$ cat src/rtl/dbgp_pkg.sv
package dbgp_pkg;
    localparam int FRAME_BITS = 32;
    localparam int CODE_LSB   = 16;
    localparam int GUARD_LSB  = 20;

    localparam logic [3:0] CMD_WRITE   = 4'h5;
    localparam logic [3:0] CMD_RECOVER = 4'h9;

    // Position of each frame relative to a write command
    typedef enum logic [2:0] {
        F_CMD, F_DATA, F_EXEC, F_PRE, F_POST
    } frame_st_e;

    // RAM access sequence: read, capture, write, read back, capture
    typedef enum logic [2:0] {
        A_IDLE, A_RD, A_RDW, A_WR, A_VR, A_VRW
    } acc_st_e;
endpackage

$ cat src/rtl/dbgp_serial.sv
module dbgp_serial
    import dbgp_pkg::*;
(
    input  logic                  clk,
    input  logic                  rst_n,
    input  logic                  ser_clk,
    input  logic                  ser_rx,
    input  logic                  tx_en,
    input  logic [FRAME_BITS-1:0] tx_word,
    output logic                  frame_vld,
    output logic [FRAME_BITS-1:0] frame_word,
    output logic                  ser_tx
);
    localparam int CW = $clog2(FRAME_BITS);

    typedef struct packed {
        logic [2:0]            ck;
        logic [1:0]            rx;
        logic [CW-1:0]         cnt;
        logic [FRAME_BITS-1:0] sh;
        logic [FRAME_BITS-1:0] word;
        logic                  vld;
        logic                  tx;
    } ser_t;

    ser_t q, d;
    logic rise, fall;

    always_comb begin
        d     = q;
        d.vld = 1'b0;
        d.ck  = {q.ck[1:0], ser_clk};
        d.rx  = {q.rx[0], ser_rx};
        rise  = q.ck[1] & ~q.ck[2];
        fall  = ~q.ck[1] & q.ck[2];
        if (rise) begin
            // LSB arrives first, so shift in from the top
            d.sh = {q.rx[1], q.sh[FRAME_BITS-1:1]};
            if (q.cnt == CW'(FRAME_BITS - 1)) begin
                d.cnt  = '0;
                d.word = {q.rx[1], q.sh[FRAME_BITS-1:1]};
                d.vld  = 1'b1;
            end else begin
                d.cnt = q.cnt + 1'b1;
            end
        end
        if (fall) begin
            d.tx = tx_en ? tx_word[q.cnt] : 1'b1;
        end
    end

    always_ff @(posedge clk) begin
        if (!rst_n) begin
            q    <= '0;
            q.tx <= 1'b1;
        end else begin
            q <= d;
        end
    end

    assign frame_vld  = q.vld;
    assign frame_word = q.word;
    assign ser_tx     = q.tx;
endmodule

$ cat src/rtl/dbgp_ctrl.sv
module dbgp_ctrl
    import dbgp_pkg::*;
#(
    parameter int ADDR_W = 10
) (
    input  logic                  clk,
    input  logic                  rst_n,
    input  logic                  frame_vld,
    input  logic [FRAME_BITS-1:0] frame_word,
    input  logic                  acc_done,
    input  logic [FRAME_BITS-1:0] pre_val,
    input  logic [FRAME_BITS-1:0] post_val,
    output logic                  acc_start,
    output logic [ADDR_W-3:0]     acc_addr,
    output logic [FRAME_BITS-1:0] acc_wdata,
    output logic                  tx_en,
    output logic [FRAME_BITS-1:0] tx_word,
    output logic                  ack
);
    localparam int GUARD_W = FRAME_BITS - GUARD_LSB;

    typedef struct packed {
        frame_st_e             st;
        logic                  rcv;
        logic                  done;
        logic                  start;
        logic [ADDR_W-3:0]     addr;
        logic [FRAME_BITS-1:0] wdata;
    } ctrl_t;

    ctrl_t q, d;
    logic [3:0] code;
    logic       guard_ok;

    assign code     = frame_word[CODE_LSB +: 4];
    assign guard_ok = (frame_word[GUARD_LSB +: GUARD_W] == {GUARD_W{1'b1}});

    always_comb begin
        d       = q;
        d.start = 1'b0;
        if (acc_done) d.done = 1'b1;
        if (frame_vld) begin
            unique case (q.st)
                F_CMD: begin
                    d.rcv = 1'b0;
                    if (!q.rcv || guard_ok) begin
                        if (code == CMD_WRITE) begin
                            d.st   = F_DATA;
                            d.addr = frame_word[ADDR_W-1:2];
                        end else if (code == CMD_RECOVER) begin
                            d.rcv = 1'b1;
                        end
                    end
                end
                F_DATA: begin
                    d.wdata = frame_word;
                    d.start = 1'b1;
                    d.done  = 1'b0;
                    d.st    = F_EXEC;
                end
                F_EXEC: begin
                    if (q.done || acc_done) d.st = F_PRE;
                end
                F_PRE: begin
                    d.done = 1'b0;
                    d.st   = F_POST;
                end
                F_POST:  d.st = F_CMD;
                default: d.st = F_CMD;
            endcase
        end
    end

    always_ff @(posedge clk) begin
        if (!rst_n) q <= '0;
        else        q <= d;
    end

    assign acc_start = q.start;
    assign acc_addr  = q.addr;
    assign acc_wdata = q.wdata;
    assign tx_en     = (q.st == F_PRE) || (q.st == F_POST);
    assign tx_word   = (q.st == F_PRE) ? pre_val : post_val;
    assign ack       = q.done && ((q.st == F_EXEC) || (q.st == F_PRE));
endmodule

$ cat src/rtl/dbgp_ramseq.sv
module dbgp_ramseq
    import dbgp_pkg::*;
(
    input  logic                  clk,
    input  logic                  rst_n,
    input  logic                  start,
    input  logic                  cpu_busy,
    input  logic [FRAME_BITS-1:0] ram_rdata,
    output logic                  ram_req,
    output logic                  ram_we,
    output logic                  done,
    output logic [FRAME_BITS-1:0] pre_val,
    output logic [FRAME_BITS-1:0] post_val
);
    typedef struct packed {
        acc_st_e               st;
        logic                  done;
        logic [FRAME_BITS-1:0] pre;
        logic [FRAME_BITS-1:0] post;
    } seq_t;

    seq_t q, d;

    always_comb begin
        d       = q;
        d.done  = 1'b0;
        ram_req = 1'b0;
        ram_we  = 1'b0;
        unique case (q.st)
            A_IDLE: if (start) d.st = A_RD;
            A_RD: if (!cpu_busy) begin
                ram_req = 1'b1;
                d.st    = A_RDW;
            end
            A_RDW: begin
                d.pre = ram_rdata;
                d.st  = A_WR;
            end
            A_WR: if (!cpu_busy) begin
                ram_req = 1'b1;
                ram_we  = 1'b1;
                d.st    = A_VR;
            end
            A_VR: if (!cpu_busy) begin
                ram_req = 1'b1;
                d.st    = A_VRW;
            end
            A_VRW: begin
                d.post = ram_rdata;
                d.done = 1'b1;
                d.st   = A_IDLE;
            end
            default: d.st = A_IDLE;
        endcase
    end

    always_ff @(posedge clk) begin
        if (!rst_n) q <= '0;
        else        q <= d;
    end

    assign done     = q.done;
    assign pre_val  = q.pre;
    assign post_val = q.post;
endmodule

$ cat src/rtl/dbgp_ram_patch.sv
module dbgp_ram_patch
    import dbgp_pkg::*;
#(
    parameter int ADDR_W = 10
) (
    input  logic                  clk,
    input  logic                  rst_n,
    input  logic                  ser_clk,
    input  logic                  ser_rx,
    output logic                  ser_tx,
    output logic                  ser_ack,
    input  logic                  cpu_busy,
    output logic                  ram_req,
    output logic                  ram_we,
    output logic [ADDR_W-3:0]     ram_addr,
    output logic [FRAME_BITS-1:0] ram_wdata,
    input  logic [FRAME_BITS-1:0] ram_rdata
);
    logic                  frame_vld;
    logic [FRAME_BITS-1:0] frame_word;
    logic                  tx_en;
    logic [FRAME_BITS-1:0] tx_word;
    logic                  acc_start;
    logic                  acc_done;
    logic [FRAME_BITS-1:0] pre_val;
    logic [FRAME_BITS-1:0] post_val;

    dbgp_serial u_ser (
        .clk        (clk),
        .rst_n      (rst_n),
        .ser_clk    (ser_clk),
        .ser_rx     (ser_rx),
        .tx_en      (tx_en),
        .tx_word    (tx_word),
        .frame_vld  (frame_vld),
        .frame_word (frame_word),
        .ser_tx     (ser_tx)
    );

    dbgp_ctrl #(.ADDR_W(ADDR_W)) u_ctrl (
        .clk        (clk),
        .rst_n      (rst_n),
        .frame_vld  (frame_vld),
        .frame_word (frame_word),
        .acc_done   (acc_done),
        .pre_val    (pre_val),
        .post_val   (post_val),
        .acc_start  (acc_start),
        .acc_addr   (ram_addr),
        .acc_wdata  (ram_wdata),
        .tx_en      (tx_en),
        .tx_word    (tx_word),
        .ack        (ser_ack)
    );

    dbgp_ramseq u_seq (
        .clk       (clk),
        .rst_n     (rst_n),
        .start     (acc_start),
        .cpu_busy  (cpu_busy),
        .ram_rdata (ram_rdata),
        .ram_req   (ram_req),
        .ram_we    (ram_we),
        .done      (acc_done),
        .pre_val   (pre_val),
        .post_val  (post_val)
    );
endmodule

$ cat config.mk
export PLATFORM = sky130hd
export DESIGN_NAME = dbgp_ram_patch
export DESIGN_NICKNAME = d
export VERILOG_FILES = /design/src/rtl/dbgp_pkg.sv /design/src/rtl/dbgp_serial.sv /design/src/rtl/dbgp_ctrl.sv /design/src/rtl/dbgp_ramseq.sv /design/src/rtl/dbgp_ram_patch.sv
export SDC_FILE = /design/constraint.sdc
export NUM_CORES = 1
export LEC_CHECK = 0
export BUFFER_PORTS_ARGS = -buffer_cell sky130_fd_sc_hd__clkbuf_2
export CORE_MARGIN = 2
export CORE_UTILIZATION = 55
export CTS_CLUSTER_DIAMETER = 120
export DETAILED_ROUTE_END_ITERATION = 8
export PLACE_DENSITY_LB_ADDON = 0.15
export SYNTH_ARGS = -nofsm -noshare
export SYNTH_HDL_FRONTEND = slang
export SYNTH_HIERARCHICAL = 1
export SYNTH_SLANG_ARGS = --single-unit
$ cat constraint.sdc
create_clock -name clk -period 5.6 [get_ports clk]
set_clock_uncertainty 0.1 [all_clocks]
set_input_delay 0.28 -clock clk [delete_from_list [all_inputs] [get_ports clk]]
set_output_delay 0.28 -clock clk [all_outputs]
set_load 0.05 [all_outputs]
# == Yosys cells after proc, flatten, opt, wreduce, memory -nomap -nowiden ==
# Index checks and enable logic that the tools add are counted.
# word_totals
reg_bits,190
inputBits,37
elab_cells,90
# op_classes
bitwise,4
magnitude_cmp,1
eq_ne,20
mux,29
add_sub_neg,1
n_reduce_logical,18
# ops
operator,count
$mux 32,2
$mux 42,1
$mux 8,3
$mux 3,6
$pmux 3 s5,1
$eq 12x12->1 const B,1
$eq 3x2->1 const B,4
$mux 1,12
$pmux 3 s4,1
$reduce_and 4->1,3
$reduce_and 2->1,5
$eq 3x3->1 const B,3
$ne 2x2->1 const B,4
$eq 3x1->1 const B,2
$logic_not 3->1,2
$lt 5x6->1 const B,1
$ne 2x1->1 const B,3
$add 5x1->5 const B,1
$bmux 1 s5,1
$eq 5x5->1 const B,1
$mux 5,1
$eq 4x3->1 const B,1
$eq 4x4->1 const B,1
$logic_or 1x1->1,4
7 further kinds,9

# == Logic depth before layout (Yosys ltp) ==
# Gate-level depths: netlist of run 1.
# depth
ltp_word,5
ltp_mapped,9

# == Cells and area by module ==
# The synthesis of run 1 kept the hierarchy.
# modules_own_cells
module,cells_each,area_each_um2,seq_area_each_um2,n_inst
dbgp_serial,324,3120.5,1501.4,1
dbgp_ramseq,368,2979.1,1361.3,1
dbgp_ctrl,291,2412.3,920.9,1

# == Least setup slack after synthesis of run 1 ==
# No wires, ideal clock.
# synth_timing
path_kind,reg-to-output
from,register u_seq/q[67] (netlist name)
to,output port ram_req
arrival_time_ns,1.713
stages_incl_launch_ff,4
required_ns,5.220
setup_slack_ns,3.507
cell_sequence,dfxtp_1 > clkbuf_2 > or3b_2 > a21oi_1
# synth_between
elab_chain_len,3
word_cells_on_any_way,5
classes_between,eq/ne (3); mux (1); reduce/logical (1)
# synth_lines
item,line_no,source
start: declaration,dbgp_ramseq.sv:22,"seq_t q, d;"
start signal: assignment,dbgp_ramseq.sv:58,if (!rst_n) q <= '0;
start signal: assignment,dbgp_ramseq.sv:59,else q <= d;
"$eq 3x1->1, or another cell as far along",dbgp_ramseq.sv:29,unique case (q.st)
$reduce_or 3->1 (no source line) (*),--,
$mux 1 (*),--,
end: declaration,dbgp_ram_patch.sv:13,"output logic ram_req,"
# Every way passes the cells marked *; elsewhere a longest branch is shown, timed or not.

# == Final worst setup path of run 1 ==
# layout_timing
from,register u_ser/q[68] (netlist name)
to,"register u_ser.q, in the netlist u_ser/frame_word[21]"
# layout_between
elab_chain_len,2
# layout_lines
item,line_no,source
start: declaration,dbgp_serial.sv:26,"ser_t q, d;"
$eq 5x5->1,dbgp_serial.sv:39,if (q.cnt == CW'(FRAME_BITS - 1)) begin
$reduce_and 2->1 (no source line),--,
# Every way passes these cells.
# A chain may end at the register's enable or synchronous reset.

==> load_flow_metrics.sql, run 1 <==
INSERT INTO impl_metrics (metric_group, metric, value, unit) VALUES
('min_path', 'worstHoldPathType', 'in2reg', ''),
('logic_synthesis', 'ys.flop_type', 'dfxtp_1', ''),
('power_and_ir_drop', 'static_leakage', '3.20', 'nW'),
('logic_synthesis', 'yosys.area.top_type_share', '0.445', ''),
('setup_path', 'crit-reg2reg-capture', 'u_ser/frame_word[21]', ''),
('route', 'num_vias', '5994', ''),
('grt', 'antenna_found_initial', '0', ''),
('setup_path', 'startpoint_type', 'flip-flop', ''),
('floorplanning', 'floorplan.die_area', '16500', 'um^2'),
('setup_path', 'worst_r2r_path_depth', '4', ''),
('logic_synthesis', 'synth.ff_latch_count', '189', ''),
('finish', 'layout_common_cells', 'nand2_1 (204), dfxtp_1 (189), clkbuf_2 (79), nand3_1 (74), o21ai_0 (61)', ''),
('timing', 'achievable-frequency', '340', 'MHz'),
('flow_run', 'max-cap-violations', '0', ''),
('grt', 'globalRoute.totalOverflow', '0', ''),
('logic_synthesis', 'ys_types', '53', ''),
('logic_synthesis', 'most_area_consuming_cells_after_synthesis', 'dfxtp_1 (44%), buf_4 (12%), nand2_1 (9.0%)', ''),
('place', 'place_congestion', '0.760', ''),
('logic_synthesis', 'ys_seq_area_frac', '0.445', ''),
('floorplanning', 'width_of_the_chip', '128', 'um'),
('clock_network', 'clk_pin_slew_worst_paths', '60', 'ps'),
('logic_synthesis', 'ys_warn_count', '6', ''),
('min_path', 'destination_of_the_worst_hold_path', 'u_seq/pre_val[4]', ''),
('logic_synthesis', 'ys_async_sr_fraction', '0', ''),
('timing', 'slew-limit-headroom', '0.130', ''),
('finish', 'drive_gt1_frac', '0.163', ''),
('clock_network', 'ctsHtreeMaxLevel', '4', ''),
('floorplanning', 'ios', '81', ''),
('floorplanning', 'core_area', '15100', 'um^2'),
('logic_synthesis', 'cell_type_with_the_highest_aggregate_area_in_the_netlist', 'dfxtp_1', ''),
('route', 'drtPass1Iterations', '5', ''),
('min_path', 'holdCritStartpoint', 'ram_rdata[4]', ''),
('finish', 'commonest_non_fill_non_tap_cell_in_the_layout', 'nand2_1', ''),
('timing', 'share_of_the_cycle_needed_by_the_critical_path_after_routing', '0.525', ''),
('setup_path', 'critical_path_class', 'reg2reg', ''),
('timing', 'rsz0062_at_grt', 'no', ''),
('setup_path', 'crit_path_max_fanout', '33', ''),
('grt', 'wire_length_of_the_first_global_routing_pass', '26.8', 'mm'),
('power_and_ir_drop', 'power_density', '295', 'nW/um^2'),
('clock_network', 'clock_sink_count', '189', ''),
('floorplanning', 'die_h', '128', 'um'),
('place', 'dpl-instance-area', '7800', 'um^2'),
('logic_synthesis', 'synthesis.nets', '1022', ''),
('setup_path', 'critPathCaptureType', 'flip-flop', ''),
('setup_path', 'cp_data_required_time', '5870', 'ps'),
('logic_synthesis', 'postSynthCellCount', '983', ''),
('grt', 'pin_count_of_the_biggest_net_entering_global_routing', '103', ''),
('route', 'wl_per_cell', '14.5', 'um'),
('logic_synthesis', 'synth.cell_area', '8510', 'um^2'),
('route', 'drt_iter0_drcs', '366', ''),
('logic_synthesis', 'count_of_flip_flops_with_a_built_in_enable_after_synthesis', '0', ''),
('clock_network', 'clk_latency', '430', 'ps'),
('finish', 'antennaDiodeCount', '0', ''),
('min_path', 'hold_path_depth', '3', ''),
('floorplanning', 'initial_core_util', '0.562', ''),
('timing', 'tmin_final', '2940', 'ps'),
('place', 'port-buffer-count', '80', ''),
('route', 'drt-vias-per-instance', '5.38', ''),
('clock_network', 'root_buffer', 'clkbuf_16', ''),
('run_status', 'run_status', 'finished, final reports clean', ''),
('route', 'routed_wirelength', '16.1', 'mm'),
('timing', 'slew_violations', '0', ''),
('logic_synthesis', 'synthesis.area_per_instance', '8.66', 'um^2'),
('timing', 'setup-violations-final', '0', ''),
('clock_network', 'numCtsBuffers', '17', ''),
('timing', 'finalSetupTns', '0', 'ps'),
('place', 'dp_wirelength', '10.1', 'mm'),
('timing', 'max_slew.worst_pin.slew', '1310', 'ps'),
('clock_network', 'cts_tree', 'done', ''),
('clock_network', 'cts_buffer_depth', '2', ''),
('route', 'ant_nets', '0', '');
[where the power goes]
group / total [mW] / internal (mW) / switching [mW]
Sequential: 1.35 / 1.35 / 0.00168
Combinational: 0.0823 / 0.0343 / 0.0480
Clock: 1.13 / 0.628 / 0.498
Total: 2.56 / 2.01 / 0.547
[worst max-delay path by stage]
stage                           start  slack, ps                   end
after floorplan           u_seq/q[67]       3510               ram_req
after global placement          rst_n       2810          u_ctrl/q[41]
after detailed placement        rst_n       2620  u_ctrl/acc_wdata[13]
after CTS                 u_ser/q[68]       2650  u_ser/frame_word[21]
after global routing      u_ser/q[68]       2430  u_ser/frame_word[11]
final                     u_ser/q[68]       2660  u_ser/frame_word[21]
[repair_timing]
item	4_1_cts	5_1_grt
setup buffers	0	0
hold buffers	31	0
hold endpoints to repair	41	0
[kinds of logic (layout without fill, tap and decap cells)]
kind of cell / Yosys count / after routing / synth area share
and+or+nand+nor: 335 / 335 / 0.178
buffers and inverters: 207 / 151 / 0.164
AOI/OAI and AO/OA: 198 / 198 / 0.144
DFF: 189 / 189 / 0.445
muxes: 48 / 48 / 0.0611
xor gates and xnor gates: 4 / 4 / 0.00412
adders and majority gates: 2 / 2 / 0.00294
[area by class of cell]
class,count,area [um^2],share of cell area
Sequential cell,189,3780,0.437
Multi-Input combinational cell,587,3330,0.385
Timing Repair Buffer,116,751,0.0867
Clock buffer,24,462,0.0533
Tap cell,188,235,0.0272
Clock inverter,8,83.8,0.00968
Inverter,3,11.3,0.00130
[sequential cells by signal, summed over array words and instances, names as in the netlist]
name	count
u_seq/post_val	32
u_seq/pre_val	32
u_seq/done	1
u_ser/frame_word	32
u_ctrl/q	5
u_ser/q	38
u_ctrl/acc_wdata	32
u_ctrl/acc_addr	8
u_ctrl/acc_start	1
u_ser/d	3
u_seq/q	3
u_ser/frame_vld	1
u_ser/ser_tx	1
[worst max-delay path, cell delays in order (launching register included)]
cell and delay, ps:
dfxtp_1 1020, and3_1 310, ha_1 190, and3_1 1000, a22o_1 260
[per-layer routing]
layer	wire length (um)	global-route usage
met1	7750	0.275
met2	7510	0.321
met3	674	0.0399
met4	198	0.0724
met5	0	0
[through the flow]
step / hold slack [ps] / util / power [mW] / worst slack [ps] / instances
floorplan: 307 / - / 1.42 / 3510 / 983
global placement: 318 / 0.515 / 1.44 / 2810 / 1052
detailed placement: 319 / 0.515 / 1.44 / 2620 / 1052
CTS: 4.97 / 0.572 / 2.58 / 2650 / 1115
global route: 31.0 / 0.572 / 2.64 / 2430 / 1115
finish: 22.5 / 0.572 / 2.56 / 2660 / 1115
[synthesized netlist by cell type, types with 2 or more instances]
cell type	n
nand3b_1	2
a31oi_1	2
and3b_1	2
mux2i_1	16
ha_1	2
inv_1	2
nand4b_1	2
dfxtp_1	189
nor2_1	10
buf_2	13
buf_1	2
a21oi_1	45
buf_4	136
a22o_1	33
clkbuf_1	37
buf_6	12
a21boi_0	33
xnor2_1	2
nor3_1	4
o21ai_0	61
xor2_1	2
a22oi_1	4
clkbuf_2	4
mux2_2	32
nor2b_1	6
o21ai_1	14
and3_1	4
nand2b_1	4
nand3_1	74
and2_1	6
nand4_1	3
nand2_1	204
Note: power is estimated with default switching activity, not from simulation.
==> run 2, diff against run 1 <==
--- a/config.mk
+++ b/config.mk
@@ -5,9 +5,10 @@
 export SDC_FILE = /design/constraint.sdc
 export NUM_CORES = 1
 export LEC_CHECK = 0
+export ABC_AREA = 1
 export BUFFER_PORTS_ARGS = -buffer_cell sky130_fd_sc_hd__clkbuf_2
 export CORE_MARGIN = 2
-export CORE_UTILIZATION = 55
+export CORE_UTILIZATION = 54
 export CTS_CLUSTER_DIAMETER = 120
 export DETAILED_ROUTE_END_ITERATION = 8
 export PLACE_DENSITY_LB_ADDON = 0.15
==> constraint.sdc (replaced) <==
create_clock -name clk -period 2.4 [get_ports clk]
set_clock_uncertainty 0.1 [all_clocks]
set_input_delay 0.12 -clock clk [delete_from_list [all_inputs] [get_ports clk]]
set_output_delay 0.12 -clock clk [all_outputs]
set_load 0.05 [all_outputs]
==> run 2 against run 1 <==
  * Critical path depth is 11 higher
  * Die area is 4.5% higher
  * Global-route usage is 0.79 points higher
  * Sequential power is 140% higher
  * Worst hold slack worse by 12 ps
  * Sequential share of layout area is 1.9 points lower
  * Via count is 12% higher
==> load_flow_metrics.sql, run 2 <==
INSERT INTO impl_metrics (metric_group, metric, value, unit) VALUES
('logic_synthesis', 'cell_type_with_the_highest_aggregate_area_in_the_netlist', 'dfxtp_1', ''),
('logic_synthesis', 'synth.cell_area', '8750', 'um^2'),
('logic_synthesis', 'synth-simple-area-share', '0.259', ''),
('route', 'routed_wirelength', '17.5', 'mm'),
('grt', 'busiest_layer', 'met2', ''),
('grt', 'wire_length_of_the_first_global_routing_pass', '30.2', 'mm'),
('logic_synthesis', 'synth.ff_latch_count', '189', ''),
('grt', 'pin_count_of_the_biggest_net_entering_global_routing', '43', ''),
('clock_network', 'post-cts-setup-buffers', '0', ''),
('place', 'dp_wirelength', '10.8', 'mm'),
('logic_synthesis', 'synth_compound_area_frac', '0.115', ''),
('setup_path', 'critPathCaptureType', 'flip-flop', ''),
('timing', 'setup-violations-final', '0', ''),
('route', 'num_vias', '6728', ''),
('logic_synthesis', 'count_of_flip_flops_with_a_built_in_enable_after_synthesis', '0', ''),
('finish', 'commonest_non_fill_non_tap_cell_in_the_layout', 'nor2_1', ''),
('grt', 'grtUsageMet2', '0.322', ''),
('clock_network', 'cts_tree', 'done', ''),
('logic_synthesis', 'synth-adder-area-share', '0.00286', ''),
('power_and_ir_drop', 'share_clk_of_total_power', '0.429', ''),
('timing', 'rsz0062_at_grt', 'no', ''),
('clock_network', 'clk_pin_slew_worst_paths', '70', 'ps'),
('grt', 'routing_usage_on_met3', '0.0394', ''),
('timing', 'max_slew.worst_pin.slew', '1230', 'ps'),
('setup_path', 'worstPathCellList', 'nand2_1 -> nor2_4 -> buf_4 -> nand2_1 -> nand2_1 -> nand2_1 -> nand2_1 -> nand2_1 -> nand3_1 -> nand3_1 -> nand2_1 -> nand2_1 -> nand3_1 -> nand2_1 -> nand2_1', ''),
('power_and_ir_drop', 'power_switching_share', '0.242', ''),
('logic_synthesis', 'synthesis.nets', '1232', ''),
('floorplanning', 'floorplan.die_area', '17200', 'um^2'),
('grt', 'grt_util_overall', '0.210', ''),
('power_and_ir_drop', 'power_report.internal_total', '4.66', 'mW'),
('setup_path', 'crit_reg_reg_startpoint', 'u_ctrl/q[44]', ''),
('setup_path', 'startpoint_type', 'flip-flop', ''),
('timing', 'slew-limit-headroom', '0.180', ''),
('floorplanning', 'width_of_the_chip', '131', 'um'),
('timing', 'share_of_the_cycle_needed_by_the_critical_path_after_routing', '0.832', ''),
('setup_path', 'worstPathArrival', '2270', 'ps'),
('timing', 'hold_viol_final', '0', ''),
('logic_synthesis', 'synthesis.area_per_instance', '7.33', 'um^2'),
('setup_path', 'critical_path_class', 'reg2reg', ''),
('logic_synthesis', 'largest_family_of_logic_cells_by_synthesized_area', 'simple AND/OR/NAND/NOR gates', ''),
('clock_network', 'root_buffer', 'clkbuf_16', ''),
('logic_synthesis', 'yosys-top-cells-count', 'nor2_1 (227), nand2_1 (209), dfxtp_1 (189)', ''),
('clock_network', 'clock_sink_count', '189', ''),
('setup_path', 'worst-path-stages', '15', ''),
('floorplanning', 'ios', '81', ''),
('clock_network', 'cts.repair.resized', '0', ''),
('logic_synthesis', 'most_area_consuming_cells_after_synthesis', 'dfxtp_1 (43%), buf_4 (12%), nor2_1 (9.7%)', ''),
('finish', 'antennaDiodeCount', '0', ''),
('power_and_ir_drop', 'comb_power_share', '0.049', ''),
('timing', 'achievable-frequency', '501', 'MHz'),
('power_and_ir_drop', 'power.net_switching', '1.49', 'mW'),
('logic_synthesis', 'synth_xor_xnor_area_share', '0', ''),
('logic_synthesis', 'ys_types', '33', ''),
('clock_network', 'cts_buffer_depth', '2', ''),
('finish', 'design.final.nets', '1185', ''),
('route', 'drt-vias-per-instance', '4.90', ''),
('place', 'port-buffer-count', '80', ''),
('grt', 'grt_pass1_vias', '6237', ''),
('grt', 'globalRoute.totalOverflow', '0', ''),
('power_and_ir_drop', 'seqPwrFrac', '0.522', ''),
('min_path', 'worstHoldPathType', 'in2reg', ''),
('finish', 'layout_common_cells', 'nor2_1 (227), nand2_1 (209), dfxtp_1 (189), o21ai_0 (132), clkbuf_2 (79)', ''),
('setup_path', 'regToRegSetupSlack', '400', 'ps'),
('clock_network', 'clk_latency', '430', 'ps'),
('flow_run', 'max-cap-violations', '0', ''),
('finish', 'drive_gt1_frac', '0.137', ''),
('setup_path', 'worst_r2r_path_depth', '15', ''),
('setup_path', 'path_common_cell', 'nand2_1', ''),
('logic_synthesis', 'synthMuxAreaShare', '0', ''),
('route', 'drtPass1Iterations', '4', ''),
('setup_path', 'cp.buffers_inverters', '1', ''),
('route', 'drc', '0', ''),
('setup_path', 'timing.critical_path.slowest_cell_delay', '440', 'ps'),
('grt', 'antenna_found_initial', '0', ''),
('logic_synthesis', 'post-synth-top-count-cell', 'nor2_1', ''),
('setup_path', 'crit_slowest_cell', 'dfxtp_1', ''),
('clock_network', 'ctsHtreeMaxLevel', '4', ''),
('place', 'place_congestion', '0.813', ''),
('finish', 'area.growth.synth_to_final', '3.45', '%'),
('route', 'ant_nets', '0', ''),
('floorplanning', 'die_h', '131', 'um'),
('logic_synthesis', 'ys_warn_count', '6', ''),
('power_and_ir_drop', 'fin_total_pwr', '6.15', 'mW'),
('grt', 'grt_use_met1', '0.298', ''),
('setup_path', 'worst_setup_path_endpoint', 'u_ser/ser_tx', ''),
('route', 'wl_per_cell', '12.8', 'um'),
('setup_path', 'cp_data_required_time', '2670', 'ps'),
('setup_path', 'startpoint', 'u_ctrl/q[44]', ''),
('timing', 'slew_violations', '0', ''),
('logic_synthesis', 'yosys.area.top_type_share', '0.433', ''),
('logic_synthesis', 'postSynthCellCount', '1193', ''),
('route', 'drt_iter0_drcs', '461', ''),
('setup_path', 'crit_path_max_fanout', '33', ''),
('logic_synthesis', 'ys.flop_type', 'dfxtp_1', ''),
('floorplanning', 'rows', '46', ''),
('setup_path', 'cpLargestDelayFamily', 'simple AND/OR/NAND/NOR gates', ''),
('setup_path', 'crit-reg2reg-capture', 'u_ser/ser_tx', ''),
('run_status', 'run_status', 'finished, final reports clean', ''),
('logic_synthesis', 'ys_async_sr_fraction', '0', ''),
('power_and_ir_drop', 'peakVddDrop', '0.000473', 'V'),
('finish', 'largest_register_ff_count', '38', ''),
('floorplanning', 'core_area', '15900', 'um^2'),
('power_and_ir_drop', 'power_density', '680', 'nW/um^2'),
('clock_network', 'numCtsBuffers', '17', ''),
('timing', 'tmin_final', '2000', 'ps'),
('logic_synthesis', 'ys_seq_area_frac', '0.433', ''),
('timing', 'finalSetupTns', '0', 'ps'),
('power_and_ir_drop', 'static_leakage', '4.07', 'nW'),
('finish', 'largest-register', 'u_ser/q', ''),
('floorplanning', 'initial_core_util', '0.551', '');
run 2: cell count changes after synthesis, sizes merged, moves of 14 or more:
cell    change
nor2      +224
o21ai      +79
inv        +69
a21boi     -33
a22o       -33
mux2       -32
clkbuf     -21
mux2i      -16
buf        +14
run 2: cells by family after synthesis:
logic type | count (synthesis)
AO/OA/AOI/OAI | 199
AND/OR/NAND/NOR | 534
flip-flops | 189
adder cells (fa/ha/maj) | 2
buffers and inverters | 269
run 2: how the worst min path moves through the flow:
stage,cells after the start,from,end,slack [ps]
2_1_floorplan,2,ser_rx,u_ser/d[72],120
3_3_place_gp,3,ser_rx,u_ser/d[72],210
3_5_place_dp,3,ser_rx,u_ser/d[72],210
4_1_cts,3,rst_n,u_seq/q[65],4
5_1_grt,3,rst_n,u_seq/q[65],30
6_report,3,rst_n,u_seq/q[65],10
run 2: area by class of cell:
| cell class | instances | area, um^2 |
|---|---|---|
| timing repair buffer | 131 | 873 |
| clock inverter | 14 | 129 |
| inverter | 72 | 278 |
| tap | 216 | 270 |
| multi-input combinational | 735 | 3290 |
| fill | 1577 | 6840 |
| clock buffer | 17 | 425 |
| sequential | 189 | 3780 |
run 2: routing by layer:
| layer | up-vias | wire [um] |
|---|---|---|
| met2 | 105 | 7690 |
| met5 | - | 0 |
| met3 | 21 | 563 |
| met4 | 0 | 244 |
| li1 | 3562 | - |
| met1 | 3040 | 9030 |
run 2: through the flow:
stage	hold slack (ps)	utilization	setup WS, ps	instances	area [um^2]
after global placement	208	0.513	481	1308	8140
after floorplan	118	-	182	1193	8750
after CTS	4.01	0.570	400	1374	9050
after global routing	34.5	0.570	117	1374	9050
final	10.7	0.570	403	1374	9050
after detailed placement	212	0.513	416	1308	8140
run 2: power by group through the flow:
stage	registers (mW)	clock network, mW	logic (mW)
6_report	3.21	2.64	0.301
5_1_grt	3.22	2.84	0.340
4_1_cts	3.21	2.69	0.302
3_5_place_dp	3.28	0	0.257
3_3_place_gp	3.28	0	0.255
2_1_floorplan	3.28	0	0.195
run 2: what timing repair did:
action                     4_1_cts  5_1_grt
setup endpoints to repair        0        0
hold endpoints to repair        69        0
hold buffers                    35        0
run 2: worst reg2reg max path: cells and delay by family, from the launching register on:
family | cells | cell delay (ps)
DFF | 1 | 440
and+or+nand+nor | 14 | 1050
buffers and inverters | 1 | 340
